File: src/rtl/hirq_pkg.sv
package hirq_pkg;
  localparam int DATA_W = 32;
  localparam int RAW_W  = 3;

  typedef enum logic [2:0] {
    A_RAW  = 3'd0,
    A_MSET = 3'd1,
    A_MCLR = 3'd2,
    A_MSKD = 3'd3,
    A_SWI  = 3'd4,
    A_HSST = 3'd5,
    A_HSEN = 3'd6
  } reg_addr_e;

  localparam int SW_SET_BIT = 0;
  localparam int SW_RST_BIT = 8;
  localparam int VEC_LSB    = 16;
  localparam int VEC_W      = 8;
  localparam int SYS_BIT    = 26;
  localparam int REQ_BIT    = 31;
  localparam int GEN_BIT    = 31;
  localparam int RAW_SW     = 0;
  localparam int RAW_FW     = 2;
  localparam logic [VEC_W-1:0] VEC_BASE = 8'h10;
endpackage

File: src/rtl/hirq_mask_bank.sv
module hirq_mask_bank #(
  parameter int RAW_W = 3
) (
  input  logic             clk,
  input  logic             rst_n,
  input  logic             set_we,
  input  logic             clr_we,
  input  logic [RAW_W-1:0] wbits,
  input  logic [RAW_W-1:0] raw,
  output logic [RAW_W-1:0] mask_q,
  output logic [RAW_W-1:0] masked,
  output logic             irq
);
  logic [RAW_W-1:0] set_v, clr_v;

  assign set_v = set_we ? wbits : '0;
  assign clr_v = clr_we ? wbits : '0;

  always_ff @(posedge clk or negedge rst_n) begin
    if (!rst_n) mask_q <= '0;
    else        mask_q <= (mask_q & ~clr_v) | set_v;
  end

  assign masked = raw & mask_q;
  assign irq    = |masked;
endmodule

File: src/rtl/hirq_swirq.sv
module hirq_swirq (
  input  logic clk,
  input  logic rst_n,
  input  logic we,
  input  logic set_bit,
  input  logic rst_bit,
  output logic state_q
);
  always_ff @(posedge clk or negedge rst_n) begin
    if (!rst_n)               state_q <= 1'b0;
    else if (we && rst_bit)   state_q <= 1'b0;
    else if (we && set_bit)   state_q <= 1'b1;
  end
endmodule

File: src/rtl/hirq_hs_bank.sv
module hirq_hs_bank
  import hirq_pkg::*;
#(
  parameter int NUM_HS = 16
) (
  input  logic              clk,
  input  logic              rst_n,
  input  logic [NUM_HS-1:0] hs_event,
  input  logic              sys_event,
  input  logic              stat_we,
  input  logic              en_we,
  input  logic [NUM_HS-1:0] w_hs,
  input  logic              w_sys,
  input  logic              w_gen,
  output logic [NUM_HS-1:0] flags_q,
  output logic              sys_q,
  output logic [NUM_HS-1:0] en_q,
  output logic              sys_en_q,
  output logic              gen_q,
  output logic [VEC_W-1:0]  vector,
  output logic              req,
  output logic              fw_irq
);
  logic [NUM_HS-1:0] pend;

  for (genvar g = 0; g < NUM_HS; g++) begin : g_flag
    always_ff @(posedge clk or negedge rst_n) begin
      if (!rst_n) flags_q[g] <= 1'b0;
      else        flags_q[g] <= (flags_q[g] & ~(stat_we & w_hs[g])) | hs_event[g];
    end
  end

  always_ff @(posedge clk or negedge rst_n) begin
    if (!rst_n) sys_q <= 1'b0;
    else        sys_q <= (sys_q & ~(stat_we & w_sys)) | sys_event;
  end

  always_ff @(posedge clk or negedge rst_n) begin
    if (!rst_n) begin
      en_q     <= '0;
      sys_en_q <= 1'b0;
      gen_q    <= 1'b0;
    end else if (en_we) begin
      en_q     <= w_hs;
      sys_en_q <= w_sys;
      gen_q    <= w_gen;
    end
  end

  assign pend = flags_q & en_q;

  always_comb begin
    vector = '0;
    for (int i = NUM_HS - 1; i >= 0; i--) begin
      if (pend[i]) vector = VEC_BASE + VEC_W'(i);
    end
  end

  assign req    = (|pend) | (sys_q & sys_en_q);
  assign fw_irq = req & gen_q;
endmodule

File: src/rtl/hirq_top.sv
module hirq_top
  import hirq_pkg::*;
#(
  parameter int NUM_HS = 16,
  parameter int ADDR_W = 3
) (
  input  logic              clk,
  input  logic              rst_n,
  input  logic              reg_we,
  input  logic [ADDR_W-1:0] reg_addr,
  input  logic [31:0]       reg_wdata,
  output logic [31:0]       reg_rdata,
  input  logic [NUM_HS-1:0] hs_event,
  input  logic              sys_event,
  output logic              irq_host
);
  localparam int HS_PAD = VEC_LSB - NUM_HS;

  logic              we_mset, we_mclr, we_swi, we_hsst, we_hsen;
  logic [RAW_W-1:0]  raw_vec, mask_q, masked;
  logic              sw_q;
  logic [NUM_HS-1:0] hs_flags_q, hs_en_q;
  logic              sys_q, sys_en_q, hs_gen_q, hs_req, fw_irq;
  logic [VEC_W-1:0]  hs_vec;
  logic [31:0]       hsst_rd, hsen_rd;
  logic              wdata_unused;

  assign we_mset = reg_we && (reg_addr == ADDR_W'(A_MSET));
  assign we_mclr = reg_we && (reg_addr == ADDR_W'(A_MCLR));
  assign we_swi  = reg_we && (reg_addr == ADDR_W'(A_SWI));
  assign we_hsst = reg_we && (reg_addr == ADDR_W'(A_HSST));
  assign we_hsen = reg_we && (reg_addr == ADDR_W'(A_HSEN));

  hirq_swirq u_sw (
    .clk     (clk),
    .rst_n   (rst_n),
    .we      (we_swi),
    .set_bit (reg_wdata[SW_SET_BIT]),
    .rst_bit (reg_wdata[SW_RST_BIT]),
    .state_q (sw_q)
  );

  hirq_hs_bank #(.NUM_HS(NUM_HS)) u_hs (
    .clk      (clk),
    .rst_n    (rst_n),
    .hs_event (hs_event),
    .sys_event(sys_event),
    .stat_we  (we_hsst),
    .en_we    (we_hsen),
    .w_hs     (reg_wdata[NUM_HS-1:0]),
    .w_sys    (reg_wdata[SYS_BIT]),
    .w_gen    (reg_wdata[GEN_BIT]),
    .flags_q  (hs_flags_q),
    .sys_q    (sys_q),
    .en_q     (hs_en_q),
    .sys_en_q (sys_en_q),
    .gen_q    (hs_gen_q),
    .vector   (hs_vec),
    .req      (hs_req),
    .fw_irq   (fw_irq)
  );

  always_comb begin
    raw_vec         = '0;
    raw_vec[RAW_SW] = sw_q;
    raw_vec[RAW_FW] = fw_irq;
  end

  hirq_mask_bank #(.RAW_W(RAW_W)) u_mask (
    .clk    (clk),
    .rst_n  (rst_n),
    .set_we (we_mset),
    .clr_we (we_mclr),
    .wbits  (reg_wdata[RAW_W-1:0]),
    .raw    (raw_vec),
    .mask_q (mask_q),
    .masked (masked),
    .irq    (irq_host)
  );

  always_comb begin
    hsst_rd                            = '0;
    hsst_rd[NUM_HS-1:0]                = hs_flags_q;
    hsst_rd[VEC_LSB +: VEC_W]          = hs_vec;
    hsst_rd[SYS_BIT]                   = sys_q;
    hsst_rd[REQ_BIT]                   = hs_req;
    hsen_rd                            = '0;
    hsen_rd[NUM_HS-1:0]                = hs_en_q;
    hsen_rd[SYS_BIT]                   = sys_en_q;
    hsen_rd[GEN_BIT]                   = hs_gen_q;
  end

  always_comb begin
    reg_rdata = '0;
    case (reg_addr)
      ADDR_W'(A_RAW):  reg_rdata[RAW_W-1:0] = raw_vec;
      ADDR_W'(A_MSET),
      ADDR_W'(A_MCLR): reg_rdata[RAW_W-1:0] = mask_q;
      ADDR_W'(A_MSKD): reg_rdata[RAW_W-1:0] = masked;
      ADDR_W'(A_SWI):  reg_rdata[SW_SET_BIT] = sw_q;
      ADDR_W'(A_HSST): reg_rdata = hsst_rd;
      ADDR_W'(A_HSEN): reg_rdata = hsen_rd;
      default:         reg_rdata = '0;
    endcase
  end

  assign wdata_unused = ^{reg_wdata[SW_RST_BIT-1:NUM_HS > RAW_W ? SW_RST_BIT-1 : RAW_W],
                          reg_wdata[SYS_BIT-1:VEC_LSB], reg_wdata[GEN_BIT-1:SYS_BIT+1],
                          HS_PAD};
endmodule


File: config.mk
export PLATFORM = sky130hd
export DESIGN_NAME = hirq_top
export DESIGN_NICKNAME = d
export VERILOG_FILES = /design/src/rtl/hirq_pkg.sv /design/src/rtl/hirq_mask_bank.sv /design/src/rtl/hirq_swirq.sv /design/src/rtl/hirq_hs_bank.sv /design/src/rtl/hirq_top.sv
export SDC_FILE = /design/constraint.sdc
export NUM_CORES = 1
export LEC_CHECK = 0
export ABC_AREA = 1
export BUFFER_PORTS_ARGS = -buffer_cell sky130_fd_sc_hd__buf_2
export CORE_MARGIN = 2
export CORE_UTILIZATION = 54
export CTS_BUF_LIST = sky130_fd_sc_hd__clkbuf_4 sky130_fd_sc_hd__clkbuf_8
export CTS_CLUSTER_DIAMETER = 50
export CTS_CLUSTER_SIZE = 16
export DETAILED_ROUTE_END_ITERATION = 6
export HOLD_SLACK_MARGIN = 0.1
export PLACE_DENSITY = 0.95
export SLEW_MARGIN = 20
export SYNTH_ARGS = -nofsm -noshare
export SYNTH_HDL_FRONTEND = slang
export SYNTH_SLANG_ARGS = --single-unit
File: constraint.sdc
create_clock -name clk -period 2.3 [get_ports clk]
set_input_delay 0.115 -clock clk [delete_from_list [all_inputs] [get_ports clk]]
set_output_delay 0.115 -clock clk [all_outputs]
set_load 0.1 [all_outputs]
After elaboration in Yosys (flattened, before gate mapping)
Index checks and enable logic that the tools add are counted.
{"block": "classes", "reduce_logical": 13, "bitwise_logic": 76, "n_eq_ne": 6, "n_mux": 23}
{"cell": "two-way mux 8 bit", "n": 15}
{"cell": "case mux 29 bit (2 select lines)", "n": 1}
{"cell": "AND 1 bit", "n": 36}
{"cell": "bitwise OR 1 bit", "n": 18}
{"cell": "inverter 1 bit", "n": 17}
{"cell": "AND 16 bit", "n": 1}
{"cell": "OR reduction 16 bit", "n": 1}
{"cell": "case mux 2 bit (5 select lines)", "n": 1}
{"cell": "== test 3 bit (second input constant)", "n": 3}
{"cell": "logical AND 1 bit", "n": 7}
{"cell": "AND 3 bit", "n": 2}
{"cell": "== test 3 x 2 -> 1 bit (second input constant)", "n": 2}
{"cell": "two-way mux 3 bit", "n": 2}
{"cell": "two-way mux 5 bit", "n": 1}
{"cell": "case mux 1 bit (5 select lines)", "n": 1}
{"cell": "OR reduction 2 bit", "n": 2}
{"cell": "== test 3 x 1 -> 1 bit (second input constant)", "n": 1}
{"cell": "zero test 3 bit", "n": 1}
{"cell": "inverter 3 bit", "n": 1}
{"cell": "bitwise OR 3 bit", "n": 1}
{"cell": "OR reduction 3 bit", "n": 1}
{"cell": "two-way mux 1 bit", "n": 2}
{"cell": "nonzero test 2 bit", "n": 1}
{"block": "totals", "wordCells": 140, "out_inout_bits": 33, "input_bits": 55, "regBits": 39}

Logic depth before layout (Yosys ltp)
Gate-level depths: netlist of run 1.
{"block": "logic_depth", "depth_word": 18, "depth_mapped": 16, "mapped_depth_nobuf": 16}

Cells and area by module
From an unflattened synthesis of run 1, not the netlist that was laid out.
{"block": "hier_totals", "cells_unflattened": 302, "area_unflattened_um2": 2427.3}
{"mod": "hirq_hs_bank", "cells_per_inst": 157, "instances": 1, "seq_area_each_um2": 875.8, "area_each_um2": 1579.0}
{"mod": "hirq_top", "cells_per_inst": 116, "instances": 1, "seq_area_each_um2": 0.0, "area_each_um2": 653.1}
{"mod": "hirq_mask_bank", "cells_per_inst": 22, "instances": 1, "seq_area_each_um2": 75.1, "area_each_um2": 147.6}
{"mod": "hirq_swirq", "cells_per_inst": 7, "instances": 1, "seq_area_each_um2": 25.0, "area_each_um2": 47.5}

Worst setup path after synthesis of run 1
OpenSTA, ideal clock, no wires.
{"block": "synth_path", "kind": "flip-flop to output port", "from": "register u_hs.en_q[11]", "to": "output port reg_rdata[18]", "path_buffers": 0, "slack_ps": -715, "required_ps": 2185, "path_stages_with_launch": 6, "arrival_ps": 2900, "cell_sequence": "dfrtp_1 nand2_1 nand2_1 nor2_1 o21ai_0 a211oi_1"}
{"block": "synth_between", "elab_chain_cells": 14}
{"item": "start, declared", "line_no": "hirq_hs_bank.sv:17", "text": "output logic [NUM_HS-1:0] en_q,"}
{"item": "start signal, assigned", "line_no": "hirq_hs_bank.sv:44", "text": "en_q <= w_hs;"}
{"item": "AND 16 bit", "line_no": "hirq_hs_bank.sv:50", "text": "assign pend = flags_q & en_q;"}
{"item": "two-way mux 8 bit (12 in series)", "line_no": "hirq_hs_bank.sv:55", "text": "if (pend[i]) vector = VEC_BASE + VEC_W'(i);"}
{"item": "case mux 29 bit (2 select lines)", "line_no": "hirq_top.sv:95", "text": "case (reg_addr)"}
{"item": "end, declared", "line_no": "hirq_top.sv:12", "text": "output logic [31:0] reg_rdata,"}
Every way passes these cells.

Worst setup path in the final report of run 1
{"block": "layout_path", "from": "register u_hs.en_q[11]", "to": "output port irq_host"}
{"block": "layout_between", "elab_chain_cells": 6}
{"item": "AND 16 bit", "line_no": "hirq_hs_bank.sv:50"}
{"item": "OR reduction 16 bit", "line_no": "hirq_hs_bank.sv:59", "text": "assign req = (|pend) | (sys_q & sys_en_q);"}
{"item": "bitwise OR 1 bit", "line_no": "hirq_hs_bank.sv:59"}
{"item": "AND 1 bit", "line_no": "hirq_hs_bank.sv:60", "text": "assign fw_irq = req & gen_q;"}
{"item": "AND 3 bit", "line_no": "hirq_mask_bank.sv:24", "text": "assign masked = raw & mask_q;"}
{"item": "OR reduction 3 bit", "line_no": "hirq_mask_bank.sv:25", "text": "assign irq = |masked;"}
{"item": "end, declared", "line_no": "hirq_top.sv:15", "text": "output logic irq_host"}
Every way passes these cells.

==> impl_metrics.py, run 1 <==
metrics = {
    "synthesis": {
        "syn_area_mm2": 0.00217,
        "synth_top_cell_by_area": "dfrtp_1",
        "async_reset_ff_share_pct": 100,
        "synth_top_area_share_pct": 44.9,
        "yosys_warnings": 0,
        "synthFlopType": "dfrtp_1",
        "ys_seq_elements": 39,
        "syn_inst": 280,
        "syn_avg_cell_area_um2": 7.77,
        "synth_area_leaders": "dfrtp_1 (45%), nand2_1 (14%), o21ai_0 (9.2%), inv_1 (7.2%), a22o_1 (5.2%)",
        "synth_edf_count": 0,
        "synth_cell_types": 31,
        "ys_seq_area_share_pct": 44.9,
    },
    "floorplanning": {
        "initial_core_util_pct": 55.2,
        "die_h_um": 67.5,
        "die_x_um": 67.5,
        "core_area_mm2": 0.00394,
        "ioPinCount": 88,
        "rows": 23,
        "die_area_mm2": 0.00455,
    },
    "setup_path": {
        "end_kind": "primary output",
        "cp_top_family": "simple AND/OR/NAND/NOR gates",
        "crit_path_top_delay_cell": "dfrtp_1",
        "critPathRequiredTime_ns": 2.18,
        "path_class": "reg2out",
        "arrival_ns": 2.08,
        "r2r_slack_ns": 1.52,
        "cp_max_fo": 3,
        "cp_common_cell": "nand2_1",
        "slowest_delay_ns": 0.40,
        "startpoint_type": "register",
        "critical_path_buf_inv_count": 2,
        "crit_chain": "nand2_1 -> nand2_1 -> nor2_1 -> nand2_1 -> nor3_4 -> o21ai_2 -> nand2_2 -> inv_2 -> a22o_1 -> buf_4",
    },
    "cts": {
        "root_buffer": "clkbuf_8",
        "clockBufferDepth": 2,
        "cts_sinks": 39,
        "clock_latency_ns": 0.29,
        "h-tree-depth": 2,
        "cts_buffers": 5,
        "path_clk_slew_ns": 0.07,
        "post_cts_buffers": 0,
        "cts_tree": "done",
    },
    "drt": {
        "viasPerCell": 5.15,
        "drt-total-wl_mm": 5.54,
        "drt-initial-drc-count": 264,
        "drc_errors": 0,
        "first_pass_iters": 4,
        "wl_per_cell_um": 13.2,
        "vias": 2156,
        "ant_nets": 0,
    },
    "layout": {
        "drive_above_1_share_pct": 26.6,
        "fin_area_mm2": 0.00288,
        "syn2layout_area_growth_pct": 32.5,
        "final_net_count": 425,
        "instances_no_fill": 419,
        "fillers": 287,
        "n_antenna_cell": 0,
    },
    "sta": {
        "setup_viol": 0,
        "period_needed_ns": 2.19,
        "fmax_mhz": 456,
        "setup_tns_ns": 0,
        "skew_ns": 0,
        "rsz0062_at_grt": "no",
        "hold_viol_final": 0,
        "relSlewSlack_pct": 42.5,
        "fin_crit_sh_pct": 95.3,
        "worst_slew_pin_slew_ns": 0.863,
        "fin_ws_ns": 0.108,
        "drv_slew": 0,
    },
    "global_route": {
        "grt_max_degree": 40,
        "antenna_found_initial": 0,
        "first_global_vias": 2043,
        "grt_pass1_wl_mm": 8.85,
        "grtUsageTotal_pct": 26.5,
        "overflow": 0,
    },
    "placement": {
        "dpl_cell_area_mm2": 0.00255,
        "dp_cells": 389,
        "dp_hpwl_mm": 3.78,
        "pre_cts_ws_ns": 0.417,
        "place.gp.congestion": 0.891,
        "portBuffers": 64,
    },
    "pwr": {
        "power_mw": 2.07,
        "ir_drop_v": 0.000559,
        "p_leak_nw": 1.53,
        "powerDensity_mw_per_mm2": 718,
    },
    "run": {
        "cap_violations": 0,
    },
    "outcome": {
        "status": "finished, final reports clean",
    },
    "min_path": {
        "hp-class": "in2reg",
    },
}
==> power by group <==
group	internal (mW)	total, mW	switching [mW]
Sequential	0.768	0.834	0.0661
Combinational	0.212	0.797	0.586
Clock	0.214	0.437	0.223
==> cells in the mapped netlist (2+ instances only) <==
cell type	n
a21oi_1	2
buf_2	3
nor2_2	2
nand3_1	5
clkbuf_1	2
o21ai_0	40
nor3_1	2
nor2_4	3
a22oi_1	2
nand4_1	2
nand2_1	79
buf_4	10
nor2_1	6
o21bai_1	2
inv_1	42
dfrtp_1	39
a22o_1	13
inv_2	6
a22o_2	2
nand2_2	7
==> state kept, by name, indices dropped and copies added (netlist names) <==
| register | cells |
|---|---|
| u_mask.mask_q | 3 |
| u_hs.gen_q | 1 |
| u_sw.state_q | 1 |
| u_hs.flags_q | 16 |
| u_hs.sys_q | 1 |
| u_hs.en_q | 16 |
| u_hs.sys_en_q | 1 |
==> cells in the final DEF, fill, tap and decap left out <==
master,count
a211oi_1,1
nor2_4,3
a22o_2,2
a21oi_1,2
buf_2,58
clkbuf_4,2
o22ai_1,1
a31oi_1,1
nand3_1,5
o32ai_1,1
o21ai_0,40
nor3_4,1
nor2_2,2
nand4_1,2
dlygate4sd3_1,24
nor3_1,2
o21bai_1,2
conb_1,9
nand2_2,7
nand2_1,79
a21oi_2,1
inv_1,42
dfrtp_1,39
inv_2,6
nor2_1,6
nor3b_2,1
mux2_2,1
buf_12,3
buf_4,5
clkbuf_8,5
a22oi_1,2
a22o_1,13
o21ai_2,1
==> logic make-up after synthesis <==
| group | after synthesis | share of synthesized area (%) |
|---|---|---|
| AOI/OAI and AO/OA | 67 | 19.3 |
| buffers and inverters | 64 | 13.3 |
| DFF | 39 | 44.9 |
| muxes | 1 | 0.518 |
| other | 1 | 0.172 |
| and+or+nand+nor | 108 | 21.8 |
==> routing by layer <==
layer / GRT usage, % / wire (um) / vias up
li1: - / - / 1053
met1: 31.0 / 2150 / 988
met2: 44.2 / 2790 / 91
met3: 4.00 / 337 / 24
met4: 18.6 / 248 / 0
met5: 0 / 0 / -
==> timing repair <==
| item | in CTS | in global routing |
|---|---|---|
| gates resized for setup | 0 | 6 |
| endpoints found under the setup margin | 0 | 3 |
| endpoints found under the hold margin | 61 | 1 |
| hold buffers | 23 | 1 |
==> final cells by class <==
class	instances	area (um^2)	share of cell area, %
flip-flops and latches	39	976	33.9
multi-input cells	185	951	33.0
repair buffers	91	636	22.1
inverters	48	180	6.25
clock buffers	6	76.3	2.65
well taps	50	62.6	2.17
==> per-stage QoR <==
stage,hold slack [ns],util [%]
after detailed placement,0.280,64.7
final,0.103,73.1
after floorplan,-0.181,-
after global routing,0.115,73.1
after CTS,0.101,72.5
after global placement,0.253,64.7
==> worst paths after layout <==
kind                               start  cells after the start          endpoint
min in group asynchronous          rst_n                      2  u_hs.flags_q[12]
hold / removal              reg_wdata[3]                      3      u_hs.en_q[3]
max in group asynchronous          rst_n                      2      u_hs.en_q[5]
setup / recovery           u_hs.en_q[11]                     10          irq_host
hold reg to reg            u_hs.sys_en_q                      2     u_hs.sys_en_q
setup reg to reg              u_hs.gen_q                      1        u_hs.gen_q
Note: power is estimated with default switching activity, not from simulation.
==> run 2: changes to the inputs <==
Settings changed: CORE_UTILIZATION 54 to 50, PLACE_DENSITY 0.95 to 0.92.
Clock period 2.3 ns to 2.2 ns, I/O delays scaled along.
==> impl_metrics.py, run 2 (synthesis gave the netlist of run 1 again) <==
metrics = {
    "cts": {
        "cts_tree": "done",
        "cts_buffers": 5,
        "clock_latency_ns": 0.29,
        "cts_sinks": 39,
        "h-tree-depth": 2,
        "clockBufferDepth": 2,
        "root_buffer": "clkbuf_8",
        "path_clk_slew_ns": 0.07,
    },
    "global_route": {
        "grtUsageMet1_pct": 28.6,
        "use_met3_pct": 3.75,
        "grt_most_used_layer": "met2",
        "antenna_found_initial": 0,
        "grtUsageTotal_pct": 23.0,
        "met2_usage_pct": 38.2,
        "first_global_vias": 2050,
        "grt_pass1_wl_mm": 8.96,
        "grt_max_degree": 40,
        "overflow": 0,
    },
    "placement": {
        "portBuffers": 64,
        "dpl_cell_area_mm2": 0.00255,
        "place.gp.congestion": 0.902,
        "dp_hpwl_mm": 3.73,
    },
    "floorplanning": {
        "die_area_mm2": 0.00489,
        "core_area_mm2": 0.00409,
        "die_h_um": 70.0,
        "ioPinCount": 88,
        "die_x_um": 70.0,
        "initial_core_util_pct": 53.2,
        "rows": 23,
    },
    "setup_path": {
        "startpoint": "u_hs.en_q[14]",
        "end_kind": "primary output",
        "startpoint_type": "register",
        "reg2reg_from": "u_hs.gen_q",
        "cp_max_fo": 3,
        "path_class": "reg2out",
        "arrival_ns": 1.95,
        "critPathRequiredTime_ns": 2.09,
    },
    "layout": {
        "register_area_um2": 976,
        "layout_common_cells": "nand2_1 (79), buf_2 (58), inv_1 (42)",
        "multi_input_area_um2": 955,
        "drive_above_1_share_pct": 27.0,
        "syn2layout_area_growth_pct": 34.8,
        "final_net_count": 428,
        "layout_commonest_cell": "nand2_1",
        "largest_registers": "u_hs.en_q (16), u_hs.flags_q (16), u_mask.mask_q (3)",
        "fin_area_mm2": 0.00293,
        "fillers": 329,
    },
    "min_path": {
        "min_from": "reg_wdata[9]",
        "hp-class": "in2reg",
    },
    "sta": {
        "setup_viol": 0,
        "rsz0062_at_grt": "no",
        "fmax_mhz": 487,
        "relSlewSlack_pct": 42.9,
        "period_needed_ns": 2.06,
        "drv_slew": 0,
        "skew_ns": 0,
        "whs_ns": 0.0992,
        "worst_slew_pin_slew_ns": 0.856,
        "fin_crit_sh_pct": 93.4,
        "hold_viol_final": 0,
    },
    "pwr": {
        "powerDensity_mw_per_mm2": 749,
        "p_leak_nw": 1.55,
        "ir_drop_v": 0.000520,
    },
    "drt": {
        "wl_per_cell_um": 12.6,
        "drt-initial-drc-count": 153,
        "drt-total-wl_mm": 5.35,
        "drc_errors": 0,
        "ant_nets": 0,
        "first_pass_iters": 4,
        "vias": 2108,
        "viasPerCell": 4.96,
    },
    "outcome": {
        "status": "finished, final reports clean",
    },
    "run": {
        "cap_violations": 0,
    },
}
run 2: cell types whose count changed in the layout (fill, tap and decap cells not counted), sizes merged:
cell and change:
clkinv +1, buf +1, dlygate4sd3 +3, diode +1
run 2: final timing paths:
| check | endpoint | slack (ns) | cells after the start |
|---|---|---|---|
| setup reg to reg | u_hs.gen_q | 1.42 | 1 |
| hold / removal | u_hs.en_q[9] | 0.1 | 3 |
| min in group asynchronous | u_hs.en_q[15] | 0.46 | 2 |
| setup / recovery | reg_rdata[16] | 0.14 | 16 |
| max in group asynchronous | u_hs.flags_q[11] | 1.20 | 2 |
| hold reg to reg | u_hs.sys_en_q | 0.50 | 2 |
run 2: metrics by stage:
step | utilization (%) | cells | setup slack [ns] | setup TNS [ns] | power (mW)
after detailed placement | 62.5 | 389 | 0.391 | 0 | 1.67
after global placement | 62.5 | 389 | 0.417 | 0 | 1.64
after CTS | 71.3 | 424 | 0.0304 | 0 | 2.19
after global routing | 71.6 | 424 | 0.00162 | 0 | 2.31
final | 71.7 | 425 | 0.145 | 0 | 2.19
after floorplan | - | 288 | -0.810 | -0.810 | 1.52
run 2: worst max-delay path, stage by stage, from the launching register on:
cell and delay (ns):
dfrtp_1 0.40, nand2_1 0.09, nand2_1 0.07, nand2_1 0.05, nand2_1 0.05, nand2_1 0.05
nand2_1 0.05, nand2_1 0.05, nand2_1 0.06, nand2_1 0.07, nand2_1 0.06, nand2_1 0.06
nand2_1 0.05, nand2_1 0.05, nand2_1 0.06, a21oi_2 0.12, buf_4 0.30
run 2: final cells by class:
cell class                 instances  share of cell area (%)
timing repair buffer              94                    22.7
clock buffer                       7                    2.86
clock inverter                     1                   0.171
inverter                          48                    6.15
tap                               50                    2.13
multi-input combinational        185                    32.6
antenna                            1                  0.0854
sequential                        39                    33.3
run 2: repair_timing:
action / in CTS / in global routing
hold endpoints to repair: 65 / 0
setup endpoints to repair: 0 / 3
hold buffers: 27 / 0
resized for setup: 0 / 7
setup buffers: 0 / 0
run 2: power breakdown:
part	leakage (nW)	internal, mW	switching, mW	total, mW
combinational	1.07	0.225	0.613	0.838
clock	0.0491	0.247	0.237	0.484
sequential	0.426	0.803	0.0700	0.873
run 2: per-layer routing:
layer | share of wire (%) | routed length (um)
met2 | 49 | 2630
met3 | 6.2 | 334
met4 | 2.9 | 155
met1 | 42 | 2230
met5 | 0 | 0
==> run 3: changes to the inputs <==
Settings changed: SETUP_SLACK_MARGIN set to 0.5.
==> impl_metrics.py, run 3 (synthesis gave the netlist of run 1 again) <==
metrics = {
    "run": {
        "cap_violations": 0,
    },
    "sta": {
        "drv_slew": 0,
        "worst_slew_pin_slew_ns": 0.879,
        "rsz0062_at_grt": "yes",
        "period_needed_ns": 2.06,
        "setup_tns_ns": 0,
        "fmax_mhz": 486,
        "hold_viol_final": 0,
        "fin_crit_sh_pct": 93.5,
        "skew_ns": 0,
        "setup_viol": 0,
        "fin_ws_ns": 0.142,
        "relSlewSlack_pct": 41.4,
    },
    "drt": {
        "first_pass_iters": 4,
        "ant_nets": 0,
        "wl_per_cell_um": 14.3,
        "drt-initial-drc-count": 129,
        "drt-total-wl_mm": 6.44,
        "viasPerCell": 5.13,
        "vias": 2314,
        "drc_errors": 0,
    },
    "setup_path": {
        "worstRegToRegCells": 4,
        "startpoint": "u_hs.en_q[9]",
        "path_class": "reg2out",
        "r2r_end": "u_hs.flags_q[9]",
        "critPathRequiredTime_ns": 2.09,
        "startpoint_type": "register",
        "r2r_slack_ns": 1.27,
        "cp_max_fo": 2,
        "reg2reg_from": "u_hs.flags_q[9]",
        "arrival_ns": 1.95,
        "end_kind": "primary output",
    },
    "layout": {
        "n_antenna_cell": 0,
        "instances_no_fill": 451,
        "layout_commonest_cell": "nand2_1",
        "syn2layout_area_growth_pct": 53.5,
        "finalCoreUtilization_pct": 81.7,
        "fillers": 268,
        "layout_common_cells": "nand2_1 (64), buf_2 (44), inv_1 (41)",
        "largest_registers": "u_hs.en_q (16), u_hs.flags_q (16), u_mask.mask_q (3)",
        "final_net_count": 455,
        "drive_above_1_share_pct": 37.7,
    },
    "global_route": {
        "grt_max_degree": 40,
        "grt_pass1_wl_mm": 9.54,
        "grtUsageTotal_pct": 24.4,
        "overflow": 0,
        "first_global_vias": 2175,
        "antenna_found_initial": 0,
    },
    "cts": {
        "clockBufferDepth": 2,
        "root_buffer": "clkbuf_8",
        "cts_tree": "done",
        "cts_buffers": 5,
        "h-tree-depth": 2,
        "path_clk_slew_ns": 0.08,
        "cts_sinks": 39,
        "clock_latency_ns": 0.29,
    },
    "floorplanning": {
        "die_x_um": 70.0,
        "rows": 23,
        "core_area_mm2": 0.00409,
        "die_area_mm2": 0.00489,
        "initial_core_util_pct": 53.2,
        "die_h_um": 70.0,
        "ioPinCount": 88,
    },
    "min_path": {
        "hp-class": "in2reg",
        "min_from": "reg_wdata[11]",
        "hold_end": "u_hs.en_q[11]",
        "min_delay_path_depth": 3,
    },
    "placement": {
        "dp_hpwl_mm": 3.69,
        "dp_cells": 389,
        "pre_cts_ws_ns": 0.387,
        "portBuffers": 64,
        "place.gp.congestion": 0.925,
    },
    "outcome": {
        "status": "finished, final reports clean",
    },
    "pwr": {
        "power_mw": 2.46,
        "powerDensity_mw_per_mm2": 738,
        "ir_drop_v": 0.000496,
        "p_leak_nw": 1.70,
    },
}
[run 3: changes by cell type in the layout (fill, tap and decap cells not counted), moves of 3 or more]
cell | previous run | this run
nor2_1 | 6 | 3
nand2_2 | 7 | 22
buf_4 | 6 | 26
buf_6 | 0 | 6
buf_2 | 58 | 44
buf_12 | 3 | 7
clkbuf_4 | 2 | 12
nand2_1 | 79 | 64
[run 3: cell type report]
| type | count | area, um^2 | area share [%] |
|---|---|---|---|
| Multi-Input combinational cell | 185 | 1040 | 31.1 |
| Sequential cell | 39 | 976 | 29.2 |
| Timing Repair Buffer | 121 | 976 | 29.2 |
| Inverter | 48 | 180 | 5.40 |
| Clock buffer | 8 | 104 | 3.11 |
| Tap cell | 50 | 62.6 | 1.87 |
[run 3: power breakdown]
group / switching, mW / internal [mW] / total, mW / leakage (nW)
combinational: 0.685 / 0.346 / 1.03 / 1.22
clock: 0.255 / 0.299 / 0.554 / 0.0549
sequential: 0.0759 / 0.802 / 0.878 / 0.426
[run 3: per-layer routing]
| metal | vias up | global-route usage [%] | part of all wire (%) | wire length [um] |
|---|---|---|---|---|
| met4 | 0 | 9.19 | 1.4 | 91 |
| met2 | 96 | 44.1 | 54 | 3450 |
| met5 | - | 0 | 0 | 0 |
| li1 | 1113 | - | - | - |
| met3 | 9 | 4.04 | 4.9 | 317 |
| met1 | 1096 | 28.7 | 40 | 2580 |
[run 3: timing repair]
item                       in CTS  in global routing
hold buffers                   27                  0
pin swaps                       8                 15
hold endpoints to repair       65                  0
setup endpoints to repair       7                 24
resized for setup              15                 40
setup buffers                  15                 12
[run 3: worst max-delay path by stage]
stage,endpoint,slack (ns),cells after the start
global placement,irq_host,0.40,10
global route,reg_rdata[16],0.01,17
CTS,reg_rdata[2],0.20,11
detailed placement,irq_host,0.39,10
finish,reg_rdata[31],0.14,9
floorplan,reg_rdata[2],0.08,10
[run 3: per-stage QoR]
stage,hold WS (ns),area [um^2]
floorplan,-0.186,2230
finish,0.0972,3340
CTS,0.103,3130
detailed placement,0.269,2590
global placement,0.261,2590
global route,0.118,3340
[run 3: worst max-delay path, cell delays in order (launching register included)]
cell and delay, ns:
dfrtp_1 0.42, nand2_2 0.11, nand2_2 0.08, nor2_4 0.12
nand2_2 0.07, nor3_4 0.19, o21ai_2 0.09, buf_4 0.14
a22o_2 0.25, buf_12 0.17
